==> config.mk <==
export PLATFORM = sky130hd
export DESIGN_NAME = fused_rob
export DESIGN_NICKNAME = d
export VERILOG_FILES = /design/src/rtl/rob_pkg.sv /design/src/rtl/rob_ptr_ctrl.sv /design/src/rtl/rob_slots.sv /design/src/rtl/rob_retire.sv /design/src/rtl/fused_rob.sv
export SDC_FILE = /design/constraint.sdc
export NUM_CORES = 2
export LEC_CHECK = 0
export BUFFER_PORTS_ARGS = -buffer_cell sky130_fd_sc_hd__buf_2
export CORE_ASPECT_RATIO = 1.1
export CORE_MARGIN = 4
export CORE_UTILIZATION = 57
export CTS_CLUSTER_SIZE = 12
export DETAILED_ROUTE_END_ITERATION = 16
export PLACE_DENSITY = 0.78
export SETUP_SLACK_MARGIN = 0.2
export SYNTH_ARGS = -nofsm -noshare
export SYNTH_HDL_FRONTEND = slang
export SYNTH_SLANG_ARGS = --single-unit
==> constraint.sdc <==
create_clock -name clk -period 4.8 [get_ports clk]
set_clock_uncertainty 0.15 [all_clocks]
set_input_delay 0 -clock clk [delete_from_list [all_inputs] [get_ports clk]]
set_output_delay 0 -clock clk [all_outputs]
set_load 0.03 [all_outputs]
==> src/rtl/rob_pkg.sv <==
package rob_pkg;

  typedef enum logic [1:0] {
    UNIT_ALU   = 2'd0,
    UNIT_MUL   = 2'd1,
    UNIT_STORE = 2'd2
  } unit_e;

  // Units whose completion report carries the entry's result value
  localparam logic [2:0] RESULT_MASK_DEF = 3'b011;

  function automatic int cnt_width(input int n);
    return $clog2(n + 1);
  endfunction

endpackage

==> src/rtl/rob_ptr_ctrl.sv <==
module rob_ptr_ctrl #(
  parameter  int DEPTH = 16,
  parameter  int RET_W = 3,
  localparam int IDX_W = $clog2(DEPTH),
  localparam int PTR_W = IDX_W + 1,
  localparam int NRW   = rob_pkg::cnt_width(RET_W)
) (
  input  logic             clk,
  input  logic             rst_n,
  input  logic             push,
  input  logic [NRW-1:0]   pop_n,
  input  logic             flush,
  output logic [IDX_W-1:0] head_idx,
  output logic [IDX_W-1:0] tail_idx,
  output logic [PTR_W-1:0] count,
  output logic             full
);

  logic [PTR_W-1:0] head_q, head_d;
  logic [PTR_W-1:0] tail_q, tail_d;
  logic [PTR_W-1:0] cnt_q, cnt_d;
  logic             upd_en;

  always_comb begin
    upd_en = push | (pop_n != '0) | flush;
    head_d = head_q + PTR_W'(pop_n);
    tail_d = tail_q + PTR_W'(push);
    cnt_d  = cnt_q + PTR_W'(push) - PTR_W'(pop_n);
    if (flush) begin
      head_d = '0;
      tail_d = '0;
      cnt_d  = '0;
    end
  end

  always_ff @(posedge clk or negedge rst_n) begin
    if (!rst_n) begin
      head_q <= '0;
      tail_q <= '0;
      cnt_q  <= '0;
    end else if (upd_en) begin
      head_q <= head_d;
      tail_q <= tail_d;
      cnt_q  <= cnt_d;
    end
  end

  assign head_idx = head_q[IDX_W-1:0];
  assign tail_idx = tail_q[IDX_W-1:0];
  assign count    = cnt_q;
  assign full     = (head_q[PTR_W-1] != tail_q[PTR_W-1]) &&
                    (head_q[IDX_W-1:0] == tail_q[IDX_W-1:0]);


  count_bound_chk: assert property (@(posedge clk) disable iff (!rst_n)
    cnt_q <= PTR_W'(DEPTH));


  no_push_full_chk: assert property (@(posedge clk) disable iff (!rst_n)
    !(push && full));


  ptr_gap_chk: assert property (@(posedge clk) disable iff (!rst_n)
    (tail_q - head_q) == cnt_q);


  pop_le_count_chk: assert property (@(posedge clk) disable iff (!rst_n)
    PTR_W'(pop_n) <= cnt_q);

endmodule

==> src/rtl/rob_slots.sv <==
module rob_slots #(
  parameter  int                 DEPTH        = 16,
  parameter  int                 N_UNITS      = 3,
  parameter  int                 RET_W        = 3,
  parameter  int                 DATA_W       = 32,
  parameter  int                 AREG_W       = 5,
  parameter  logic [N_UNITS-1:0] RESULT_UNITS = rob_pkg::RESULT_MASK_DEF,
  localparam int                 IDX_W        = $clog2(DEPTH),
  localparam int                 NRW          = rob_pkg::cnt_width(RET_W)
) (
  input  logic                      clk,
  input  logic                      rst_n,
  input  logic                      alloc,
  input  logic [IDX_W-1:0]          alloc_idx,
  input  logic [N_UNITS-1:0]        alloc_need,
  input  logic                      alloc_has_dst,
  input  logic [AREG_W-1:0]         alloc_dst,
  input  logic [N_UNITS-1:0]        cmp_valid,
  input  logic [N_UNITS*IDX_W-1:0]  cmp_idx,
  input  logic [N_UNITS*DATA_W-1:0] cmp_data,
  input  logic [N_UNITS-1:0]        cmp_fault,
  input  logic [IDX_W-1:0]          head_idx,
  input  logic [NRW-1:0]            pop_n,
  input  logic                      flush,
  output logic [RET_W-1:0]          win_valid,
  output logic [RET_W-1:0]          win_complete,
  output logic [RET_W-1:0]          win_fault,
  output logic [RET_W-1:0]          win_has_dst,
  output logic [RET_W*AREG_W-1:0]   win_dst,
  output logic [RET_W*DATA_W-1:0]   win_data
);

  logic [DEPTH-1:0]   vld_q, vld_d;
  logic [DEPTH-1:0]   flt_q, flt_d;
  logic [DEPTH-1:0]   hd_q, hd_d;
  logic [N_UNITS-1:0] need_q [DEPTH];
  logic [N_UNITS-1:0] need_d [DEPTH];
  logic [N_UNITS-1:0] done_q [DEPTH];
  logic [N_UNITS-1:0] done_d [DEPTH];
  logic [AREG_W-1:0]  dst_q  [DEPTH];
  logic [AREG_W-1:0]  dst_d  [DEPTH];
  logic [DATA_W-1:0]  dat_q  [DEPTH];
  logic [DATA_W-1:0]  dat_d  [DEPTH];

  // Next state: completion merge, then retire/flush clear, then allocation
  always_comb begin
    for (int e = 0; e < DEPTH; e++) begin
      logic [IDX_W-1:0] off;
      vld_d[e]  = vld_q[e];
      flt_d[e]  = flt_q[e];
      hd_d[e]   = hd_q[e];
      need_d[e] = need_q[e];
      done_d[e] = done_q[e];
      dst_d[e]  = dst_q[e];
      dat_d[e]  = dat_q[e];
      for (int u = 0; u < N_UNITS; u++) begin
        if (cmp_valid[u] && vld_q[e] &&
            (cmp_idx[u*IDX_W +: IDX_W] == IDX_W'(e))) begin
          done_d[e][u] = 1'b1;
          if (cmp_fault[u]) flt_d[e] = 1'b1;
          if (RESULT_UNITS[u]) dat_d[e] = cmp_data[u*DATA_W +: DATA_W];
        end
      end
      off = IDX_W'(e) - head_idx;
      if (flush || (int'(off) < int'(pop_n))) begin
        vld_d[e] = 1'b0;
        flt_d[e] = 1'b0;
      end
      if (alloc && (alloc_idx == IDX_W'(e))) begin
        vld_d[e]  = 1'b1;
        flt_d[e]  = 1'b0;
        hd_d[e]   = alloc_has_dst;
        need_d[e] = alloc_need;
        done_d[e] = '0;
        dst_d[e]  = alloc_dst;
        dat_d[e]  = '0;
      end
    end
  end

  always_ff @(posedge clk or negedge rst_n) begin
    if (!rst_n) begin
      vld_q <= '0;
      flt_q <= '0;
      hd_q  <= '0;
      for (int e = 0; e < DEPTH; e++) begin
        need_q[e] <= '0;
        done_q[e] <= '0;
      end
    end else begin
      vld_q <= vld_d;
      flt_q <= flt_d;
      hd_q  <= hd_d;
      for (int e = 0; e < DEPTH; e++) begin
        need_q[e] <= need_d[e];
        done_q[e] <= done_d[e];
      end
    end
  end

  // Datapath storage, no reset
  always_ff @(posedge clk) begin
    for (int e = 0; e < DEPTH; e++) begin
      dst_q[e] <= dst_d[e];
      dat_q[e] <= dat_d[e];
    end
  end

  // Retire window: the RET_W slots starting at the head
  for (genvar k = 0; k < RET_W; k++) begin : g_win
    logic [IDX_W-1:0] widx;
    assign widx            = head_idx + IDX_W'(k);
    assign win_valid[k]    = vld_q[widx];
    assign win_complete[k] = vld_q[widx] && ((need_q[widx] & ~done_q[widx]) == '0);
    assign win_fault[k]    = flt_q[widx];
    assign win_has_dst[k]  = hd_q[widx];
    assign win_dst[k*AREG_W +: AREG_W] = dst_q[widx];
    assign win_data[k*DATA_W +: DATA_W] = dat_q[widx];
  end


  alloc_free_slot_chk: assert property (@(posedge clk) disable iff (!rst_n)
    alloc |-> !vld_q[alloc_idx]);

endmodule

==> src/rtl/rob_retire.sv <==
module rob_retire #(
  parameter  int DEPTH  = 16,
  parameter  int RET_W  = 3,
  parameter  int DATA_W = 32,
  parameter  int AREG_W = 5,
  localparam int IDX_W  = $clog2(DEPTH),
  localparam int PTR_W  = IDX_W + 1,
  localparam int NRW    = rob_pkg::cnt_width(RET_W)
) (
  input  logic                    clk,
  input  logic                    rst_n,
  input  logic [RET_W-1:0]        win_valid,
  input  logic [RET_W-1:0]        win_complete,
  input  logic [RET_W-1:0]        win_fault,
  input  logic [RET_W-1:0]        win_has_dst,
  input  logic [RET_W*AREG_W-1:0] win_dst,
  input  logic [RET_W*DATA_W-1:0] win_data,
  input  logic [IDX_W-1:0]        head_idx,
  input  logic [PTR_W-1:0]        count,
  output logic [NRW-1:0]          pop_n,
  output logic                    flush,
  output logic                    exc_valid,
  output logic [IDX_W-1:0]        exc_tag,
  output logic [RET_W-1:0]        cm_ret,
  output logic [RET_W-1:0]        cm_we,
  output logic [RET_W*IDX_W-1:0]  cm_tag,
  output logic [RET_W*AREG_W-1:0] cm_dst,
  output logic [RET_W*DATA_W-1:0] cm_data
);

  logic [RET_W-1:0] ok;

  // In-order chain: stop at the first slot that is absent, incomplete or faulted
  always_comb begin
    logic go;
    go    = 1'b1;
    pop_n = '0;
    for (int k = 0; k < RET_W; k++) begin
      ok[k] = go && (int'(count) > k) && win_valid[k] &&
              win_complete[k] && !win_fault[k];
      go    = ok[k];
      if (ok[k]) pop_n = pop_n + NRW'(1);
    end
  end

  // Youngest write to a register wins within one retire group
  always_comb begin
    for (int k = 0; k < RET_W; k++) begin
      logic shadowed;
      shadowed = 1'b0;
      for (int j = k + 1; j < RET_W; j++) begin
        if (ok[j] && win_has_dst[j] &&
            (win_dst[j*AREG_W +: AREG_W] == win_dst[k*AREG_W +: AREG_W]))
          shadowed = 1'b1;
      end
      cm_we[k] = ok[k] && win_has_dst[k] && !shadowed;
    end
  end

  for (genvar k = 0; k < RET_W; k++) begin : g_port
    assign cm_tag[k*IDX_W +: IDX_W] = head_idx + IDX_W'(k);
  end

  assign cm_ret    = ok;
  assign cm_dst    = win_dst;
  assign cm_data   = win_data;
  assign flush     = (count != '0) && win_valid[0] && win_fault[0];
  assign exc_valid = flush;
  assign exc_tag   = head_idx;


  exc_single_pulse_chk: assert property (@(posedge clk) disable iff (!rst_n)
    exc_valid |=> !exc_valid);


  exc_empties_chk: assert property (@(posedge clk) disable iff (!rst_n)
    exc_valid |=> (count == '0));

endmodule

==> src/rtl/fused_rob.sv <==
module fused_rob #(
  parameter  int                 DEPTH        = 16,
  parameter  int                 N_UNITS      = 3,
  parameter  int                 RET_W        = 3,
  parameter  int                 DATA_W       = 32,
  parameter  int                 AREG_W       = 5,
  parameter  logic [N_UNITS-1:0] RESULT_UNITS = rob_pkg::RESULT_MASK_DEF,
  localparam int                 IDX_W        = $clog2(DEPTH),
  localparam int                 PTR_W        = IDX_W + 1,
  localparam int                 NRW          = rob_pkg::cnt_width(RET_W)
) (
  input  logic                      clk,
  input  logic                      rst_n,
  input  logic                      disp_valid,
  output logic                      disp_ready,
  input  logic [N_UNITS-1:0]        disp_need,
  input  logic                      disp_has_dst,
  input  logic [AREG_W-1:0]         disp_dst,
  output logic [IDX_W-1:0]          disp_tag,
  input  logic [N_UNITS-1:0]        cmp_valid,
  input  logic [N_UNITS*IDX_W-1:0]  cmp_idx,
  input  logic [N_UNITS*DATA_W-1:0] cmp_data,
  input  logic [N_UNITS-1:0]        cmp_fault,
  output logic [RET_W-1:0]          cm_ret,
  output logic [RET_W-1:0]          cm_we,
  output logic [RET_W*IDX_W-1:0]    cm_tag,
  output logic [RET_W*AREG_W-1:0]   cm_dst,
  output logic [RET_W*DATA_W-1:0]   cm_data,
  output logic                      exc_valid,
  output logic [IDX_W-1:0]          exc_tag
);

  logic                    push;
  logic                    flush;
  logic                    full;
  logic [NRW-1:0]          pop_n;
  logic [IDX_W-1:0]        head_idx;
  logic [IDX_W-1:0]        tail_idx;
  logic [PTR_W-1:0]        count;
  logic [RET_W-1:0]        win_valid;
  logic [RET_W-1:0]        win_complete;
  logic [RET_W-1:0]        win_fault;
  logic [RET_W-1:0]        win_has_dst;
  logic [RET_W*AREG_W-1:0] win_dst;
  logic [RET_W*DATA_W-1:0] win_data;

  assign disp_ready = !full && !flush;
  assign push       = disp_valid && disp_ready;
  assign disp_tag   = tail_idx;

  rob_ptr_ctrl #(.DEPTH(DEPTH), .RET_W(RET_W)) u_ptr (
    .clk      (clk),
    .rst_n    (rst_n),
    .push     (push),
    .pop_n    (pop_n),
    .flush    (flush),
    .head_idx (head_idx),
    .tail_idx (tail_idx),
    .count    (count),
    .full     (full)
  );

  rob_slots #(
    .DEPTH(DEPTH), .N_UNITS(N_UNITS), .RET_W(RET_W),
    .DATA_W(DATA_W), .AREG_W(AREG_W), .RESULT_UNITS(RESULT_UNITS)
  ) u_slots (
    .clk           (clk),
    .rst_n         (rst_n),
    .alloc         (push),
    .alloc_idx     (tail_idx),
    .alloc_need    (disp_need),
    .alloc_has_dst (disp_has_dst),
    .alloc_dst     (disp_dst),
    .cmp_valid     (cmp_valid),
    .cmp_idx       (cmp_idx),
    .cmp_data      (cmp_data),
    .cmp_fault     (cmp_fault),
    .head_idx      (head_idx),
    .pop_n         (pop_n),
    .flush         (flush),
    .win_valid     (win_valid),
    .win_complete  (win_complete),
    .win_fault     (win_fault),
    .win_has_dst   (win_has_dst),
    .win_dst       (win_dst),
    .win_data      (win_data)
  );

  rob_retire #(
    .DEPTH(DEPTH), .RET_W(RET_W), .DATA_W(DATA_W), .AREG_W(AREG_W)
  ) u_ret (
    .clk          (clk),
    .rst_n        (rst_n),
    .win_valid    (win_valid),
    .win_complete (win_complete),
    .win_fault    (win_fault),
    .win_has_dst  (win_has_dst),
    .win_dst      (win_dst),
    .win_data     (win_data),
    .head_idx     (head_idx),
    .count        (count),
    .pop_n        (pop_n),
    .flush        (flush),
    .exc_valid    (exc_valid),
    .exc_tag      (exc_tag),
    .cm_ret       (cm_ret),
    .cm_we        (cm_we),
    .cm_tag       (cm_tag),
    .cm_dst       (cm_dst),
    .cm_data      (cm_data)
  );


  exc_restart_chk: assert property (@(posedge clk) disable iff (!rst_n)
    exc_valid |=> (disp_tag == '0) && disp_ready);


  no_commit_with_exc_chk: assert property (@(posedge clk) disable iff (!rst_n)
    exc_valid |-> (cm_ret == '0));

endmodule

### Word level (Yosys, flattened, before mapping)

Memory sizes are Yosys's and may differ from the RTL's.
Cells that the tools add are included.

* $add $sub $neg: 24
* $lt $le $gt $ge: 25
* equality and inequality tests: 97
* multiplexer cells: 378
* bitwise logic cells: 11
* reduce and logical (&&, ||, !) cells: 250

Operator list (count)
* $mux W32: 48
* $mux W1: 236
* $mux W5: 34
* $logic_and A1 B1 Y1: 139
* $reduce_bool A2 Y1: 65
* $eq A4 B4 Y1 const B: 32
* $mux W3: 28
* $reduce_or A5 Y1: 15
* $bmux W3 S4: 6
* $eq A4 B3 Y1 const B: 16
* $lt A4 B2 Y1: 16
* $mux W4: 15
* $ne A3 B3 Y1 const B: 16
* $bmux W1 S4: 9
* $eq A4 B2 Y1 const B: 8
* $sub A4 B4 Y4 const A: 8
* $eq A4 B1 Y1 const B: 4
* $logic_not A4 Y1: 4
* $logic_or A1 B1 Y1: 16
* $ne A1 B1 Y1 const B: 16
* $sub A3 B4 Y4 const A: 4
* $eq A5 B5 Y1: 3
* $ge A5 B5 Y1 const B: 3
* $lt A4 B5 Y1 const B: 3
* 20 further kinds: 41

* register bits: 159
* RAM bits: 592
* input port bits: 126
* output and inout port bits: 139
* word-level logic and storage cells: 887
* memories kept: 2

Memories
* u_slots.dat_q: words 16, width 32, read ports 3, clocked after memory_dff 0, wr ports 16, line rob_slots.sv:42 `logic [DATA_W-1:0] dat_q [DEPTH];`
* u_slots.dst_q: words 16, width 5, read ports 3, clocked after memory_dff 0, wr ports 1, line rob_slots.sv:40 `logic [AREG_W-1:0] dst_q [DEPTH];`

### Longest topological paths before layout

* depth after elaboration: 25
* mapped depth: 28
* mapped depth without buffers: 22

### Hierarchy

A second synthesis with hierarchy kept.

* cell total of the unflattened synthesis: 4229
* area total of the unflattened synthesis: 49797.8 um^2

By module, submodules not included
* rob_slots: instances 1, cells an instance 3941, area an instance 47379.2 um^2, seq. area each 21380.5 um^2
* rob_retire: instances 1, cells an instance 175, area an instance 1366.3 um^2, seq. area each 0.0 um^2
* rob_ptr_ctrl: instances 1, cells an instance 111, area an instance 1036.0 um^2, seq. area each 375.4 um^2
* fused_rob: instances 1, cells an instance 2, area an instance 16.3 um^2, seq. area each 0.0 um^2

### Least setup slack after synthesis

Ideal clock, no wire load.

* kind: register -> register
* from: reg u_ptr.head_q[1]
* to: reg u_ptr.cnt_q[4], in the netlist u_ptr.count[4]
* setup time: 99 ps
* arrival time: 5571 ps
* required time: 4551 ps
* setup slack: -1020 ps
* cell stages (with the launch flop): 25
* path through: dfrtp_1 > inv_1 > clkbuf_1 > ha_1 > clkbuf_1 > buf_1 > a21oi_1 > or2_2 > a31oi_1 > o211ai_4 > inv_4 > and2_1 > clkbuf_1 > xor2_1 > ha_1 > inv_1 > ha_1 > inv_1 > fa_1 > inv_1 > a21oi_1 > nor2_1 > nor2_1 > xnor2_1 > a311oi_1

RTL lines
* start, declared: line rob_ptr_ctrl.sv:19 `logic [PTR_W-1:0] head_q, head_d;`
* start signal, assigned: line rob_ptr_ctrl.sv:38 `head_q <= '0;`
* start signal, assigned: line rob_ptr_ctrl.sv:42 `head_q <= head_d;`
* $add A4 B2 Y4 *
* via cm_tag[9]: line fused_rob.sv:26 `output logic [RET_W*IDX_W-1:0] cm_tag,`
* $not A4 Y5 (not written as such): line rob_slots.sv:114 `assign win_complete[k] = vld_q[widx] && ((need_q[widx] & ~done_q[widx]) == '0);`
* $bmux W3 S4: line rob_slots.sv:114
* $mux W3 (not written as such) (2 in series): line rob_slots.sv:114
* $not A3 Y3: line rob_slots.sv:114
* $and A3 B3 Y3: line rob_slots.sv:114
* $logic_not A3 Y1: line rob_slots.sv:114
* $logic_and A1 B1 Y1: line rob_slots.sv:114
* $logic_and A1 B1 Y1: line rob_retire.sv:39 `ok[k] = go && (int'(count) > k) && win_valid[k] &&`
* $logic_and A1 B1 Y1 *: line rob_retire.sv:40 `win_complete[k] && !win_fault[k];`
* via cm_ret[2]: line fused_rob.sv:24 `output logic [RET_W-1:0] cm_ret,`
* $mux W2 *: line rob_retire.sv:42 `if (ok[k]) pop_n = pop_n + NRW'(1);`
* parallel branches: the longest is 3 deep, another holds $sub A5 B2 Y5
* end signal, assigned: line rob_ptr_ctrl.sv:44 `cnt_q <= cnt_d;`
* end, declared: line rob_ptr_ctrl.sv:21 `logic [PTR_W-1:0] cnt_q, cnt_d;`

Mark *: on every way through the listed nets, which the timed path passes. The select of a mux whose other input is x is not followed.
A chain may end at the register's enable or synchronous reset.

### Worst setup path after layout

* from: reg u_ptr.head_q[1]
* to: out cm_we[0]

* cells in the longest elaborated chain, start to end: 23

RTL lines
* parallel branches: the longest is 22 deep, another holds $add A4 B1 Y4
* $logic_and A1 B1 Y1 *: line rob_retire.sv:56 `cm_we[k] = ok[k] && win_has_dst[k] && !shadowed;`
* end, declared: line fused_rob.sv:25 `output logic [RET_W-1:0] cm_we,`

Every way passes the cells marked *. The select of a mux whose other input is x is not followed.

==> metrics.cfg <==
[global_route]
met1_usage_pct=52.4
grt_max_degree=167
antenna_found_initial=18
grt_pass1_wl_mm=277
grt_pass1_vias=41600
met2_usage_pct=59.8
grt_busiest_layer=met2
overflow=0
gr-usage-met3_pct=18.4
grt_usage_pct=42.2

[critical_path]
cp_slowest_cell=mux4_2
cp-end-kind=output pin
crit_start=u_ptr.head_q[1]
r2r-start=u_ptr.head_q[0]
critPathKind=flop to output pin
critical_path.max_fanout=48
crit_chain=buf_12, ha_1, nand2_1, xor2_2, clkinv_2, buf_6, buf_16, mux4_2, xnor2_1, nand3_1, nor4_1, a211oi_1, buf_2
arrival_ns=4.46
cp-start-kind=flop
required_ns=4.65
cp_slowest_stage_delay_ns=0.60

[sta]
drv_slew=0
tns_ns=0
fin_crit_sh_pct=96.1
fmax_mhz=217
tightest_slew_ns=1.20
rsz0062_at_grt=yes
hold_viol=0
final-setup-viol-count=0
timing.slew.headroom_pct=19.8
min_period_ns=4.61

[placement]
place_congestion=1.01
place_area_um2=50900
hpwlAfterDp_mm=107
dp_cells=5150
io_buffers=232

[job]
max_cap_viol_count=0

[floorplanning]
start_util_pct=57.6
core_um2=84900
ios=265
dieArea_um2=90500
num_rows=112
die_w_um=287
fp.dieH_um=315

[routing]
vias=42700
wl_per_cell_um=35.6
detail-route-antenna-nets=0
drc=0
viasPerCell=7.82
finalWirelength_mm=194
drt_iter0_markers=8890
firstDrtPassIters=11

[synthesis]
yosysWarnings=0
synth_largest_area_cell=edfxtp_1
yosysMostFrequentCell=nand2_1
synthTopCellsByArea=edfxtp_1 (36%), mux4_2 (27%), nand2_1 (8.3%)
yosysUniqueCellTypes=74
avgSynthCellArea_um2=11.8
synth-main-ff-cell=edfxtp_1
netlist.area_leader.share_pct=36.4
syn_area_um2=48900
yosys-top-cells-count=nand2_1 (1085), mux4_2 (594), edfxtp_1 (592)
synth-edff-count=592
syn_inst=4143
ys_seq_area_share_pct=44.5
postSynthRegisterBits=751
syn-num-nets=4298
async_flop_share_pct=21.2

[layout]
syn2layout_area_growth_pct=12.8
instances_no_fill=5456
fin_area_um2=55200
num-fill-cells=6067
fin_nets=4399
layout-drive-gt1-share_pct=29.2
fin_util_pct=65.0

[worst_hold_path]
hold_class=input port to flop
min_from=disp_dst[2]

[clock_network]
clkTransAtPathRegs_ns=0.06
tritoncts=done
htree_levels=3
clkSinkCount=751
cts_root_buffer=clkbuf_16
insertion_delay_ns=0.69
numCtsBuffers=80
cts_buffer_depth=3

[power]
ir_drop_uv=632
powerDensity_nw_per_um2=725
p_leak_nw=20.0

[run_status]
outcome=completed

==> state kept, by name, summed over array words and instances, names as in the netlist, 16 cells and up <==
register and cells:
u_slots.dat_q 512, u_slots.dst_q 80, u_slots.done_q 48, u_slots.hd_q 16
u_slots.vld_q 16, u_slots.need_q 48, u_slots.flt_q 16
==> area by class of cell <==
class | instances | area (µm²) | share of cell area [%]
multi-input combinational | 2826 | 25000 | 45.4
inverter | 62 | 260 | 0.472
clock buffer | 112 | 2210 | 4.01
clock inverter | 27 | 274 | 0.497
antenna | 15 | 37.5 | 0.0681
tap | 1140 | 1430 | 2.59
sequential | 751 | 21800 | 39.5
timing repair buffer | 523 | 4130 | 7.48
==> cell usage in the layout (no fill, tap or decap), types with 15 or more instances in the layout <==
| master | netlist | routed |
|---|---|---|
| nand2b_1 | 19 | 19 |
| a21oi_1 | 564 | 563 |
| a311oi_1 | 20 | 20 |
| ha_1 | 26 | 23 |
| nor2b_1 | 24 | 24 |
| buf_4 | 25 | 124 |
| inv_1 | 59 | 57 |
| buf_12 | 2 | 20 |
| nand2_1 | 1085 | 1085 |
| clkbuf_16 | 0 | 82 |
| diode_2 | 0 | 15 |
| xnor2_1 | 17 | 16 |
| dlygate4sd3_1 | 0 | 130 |
| nand4_1 | 15 | 15 |
| nand3_1 | 44 | 27 |
| and3_1 | 37 | 21 |
| nor2_1 | 86 | 77 |
| mux4_2 | 594 | 594 |
| mux2_2 | 60 | 60 |
| buf_2 | 102 | 231 |
| dfrtp_1 | 159 | 155 |
| or3_2 | 0 | 16 |
| edfxtp_1 | 592 | 592 |
| clkbuf_1 | 265 | 24 |
| and3_2 | 0 | 16 |
| nand3_2 | 0 | 17 |
| a31oi_1 | 16 | 15 |
==> per-layer routing <==
layer | routed length, µm | vias to the layer above | part of all wire (%)
met2 | 82100 | 5298 | 42
met1 | 56800 | 20200 | 29
met5 | 85 | - | 0.044
li1 | - | 15800 | -
met3 | 37700 | 1359 | 19
met4 | 17500 | 14 | 9.0
==> final timing paths <==
check | to | slack [ns] | cells past startpoint
worst max-delay path | cm_we[0] | 0.19 | 13
worst min-delay path | u_slots.dst_q[8][2] | 0.15 | 2
worst max register to register | u_slots.dat_q[3][8] | 0.25 | 14
worst min register to register | u_slots.done_q[5] | 0.34 | 2
max in group asynchronous | u_slots.need_q[2] | 3.53 | 4
min in group asynchronous | u_slots.need_q[31] | 0.33 | 4
==> where the power goes <==
group	total [mW]	switching [mW]	internal (mW)
Sequential	9.34	1.05	8.29
Clock	6.13	2.79	3.34
Combinational	24.5	14.2	10.3
Total	40.0	18.1	21.9
==> critical path, delay by kind of cell, from the launching register on <==
family	cells	cell delay, ns
buf+inv	5	1.23
mux	1	0.60
simple gates	3	0.52
xor+xnor	2	0.52
flops	1	0.44
fa+ha+maj	1	0.34
compound gates	1	0.11
==> through the flow <==
stage | hold slack (ns) | setup slack [ns] | total power, mW
after global placement | -0.0794 | 0.135 | 32.1
after floorplan | -0.446 | 0.250 | 25.8
after detailed placement | -0.0791 | 0.151 | 32.4
after global routing | 0.163 | 0.0881 | 40.9
after CTS | 0.111 | 0.193 | 39.0
final | 0.149 | 0.187 | 40.0
==> timing repair <==
| action | 4_1_cts | 5_1_grt |
|---|---|---|
| cloned | 2 | 1 |
| resized for setup | 16 | 22 |
| pin swaps | 1 | 2 |
| endpoints found under the setup margin | 86 | 46 |
| buffers inserted | 12 | 6 |
| endpoints found under the hold margin | 871 | 0 |
| hold buffers | 131 | 0 |
==> cells by family after synthesis <==
| family | synth area share, % |
|---|---|
| XOR/XNOR | 0.624 |
| multiplexers | 29.4 |
| flip-flops | 44.5 |
| AO/OA/AOI/OAI | 8.03 |
| AND/OR/NAND/NOR | 11.7 |
| adder cells (fa/ha/maj) | 0.788 |
| buffers and inverters | 4.97 |
Note: power is estimated with default switching activity, not from simulation.
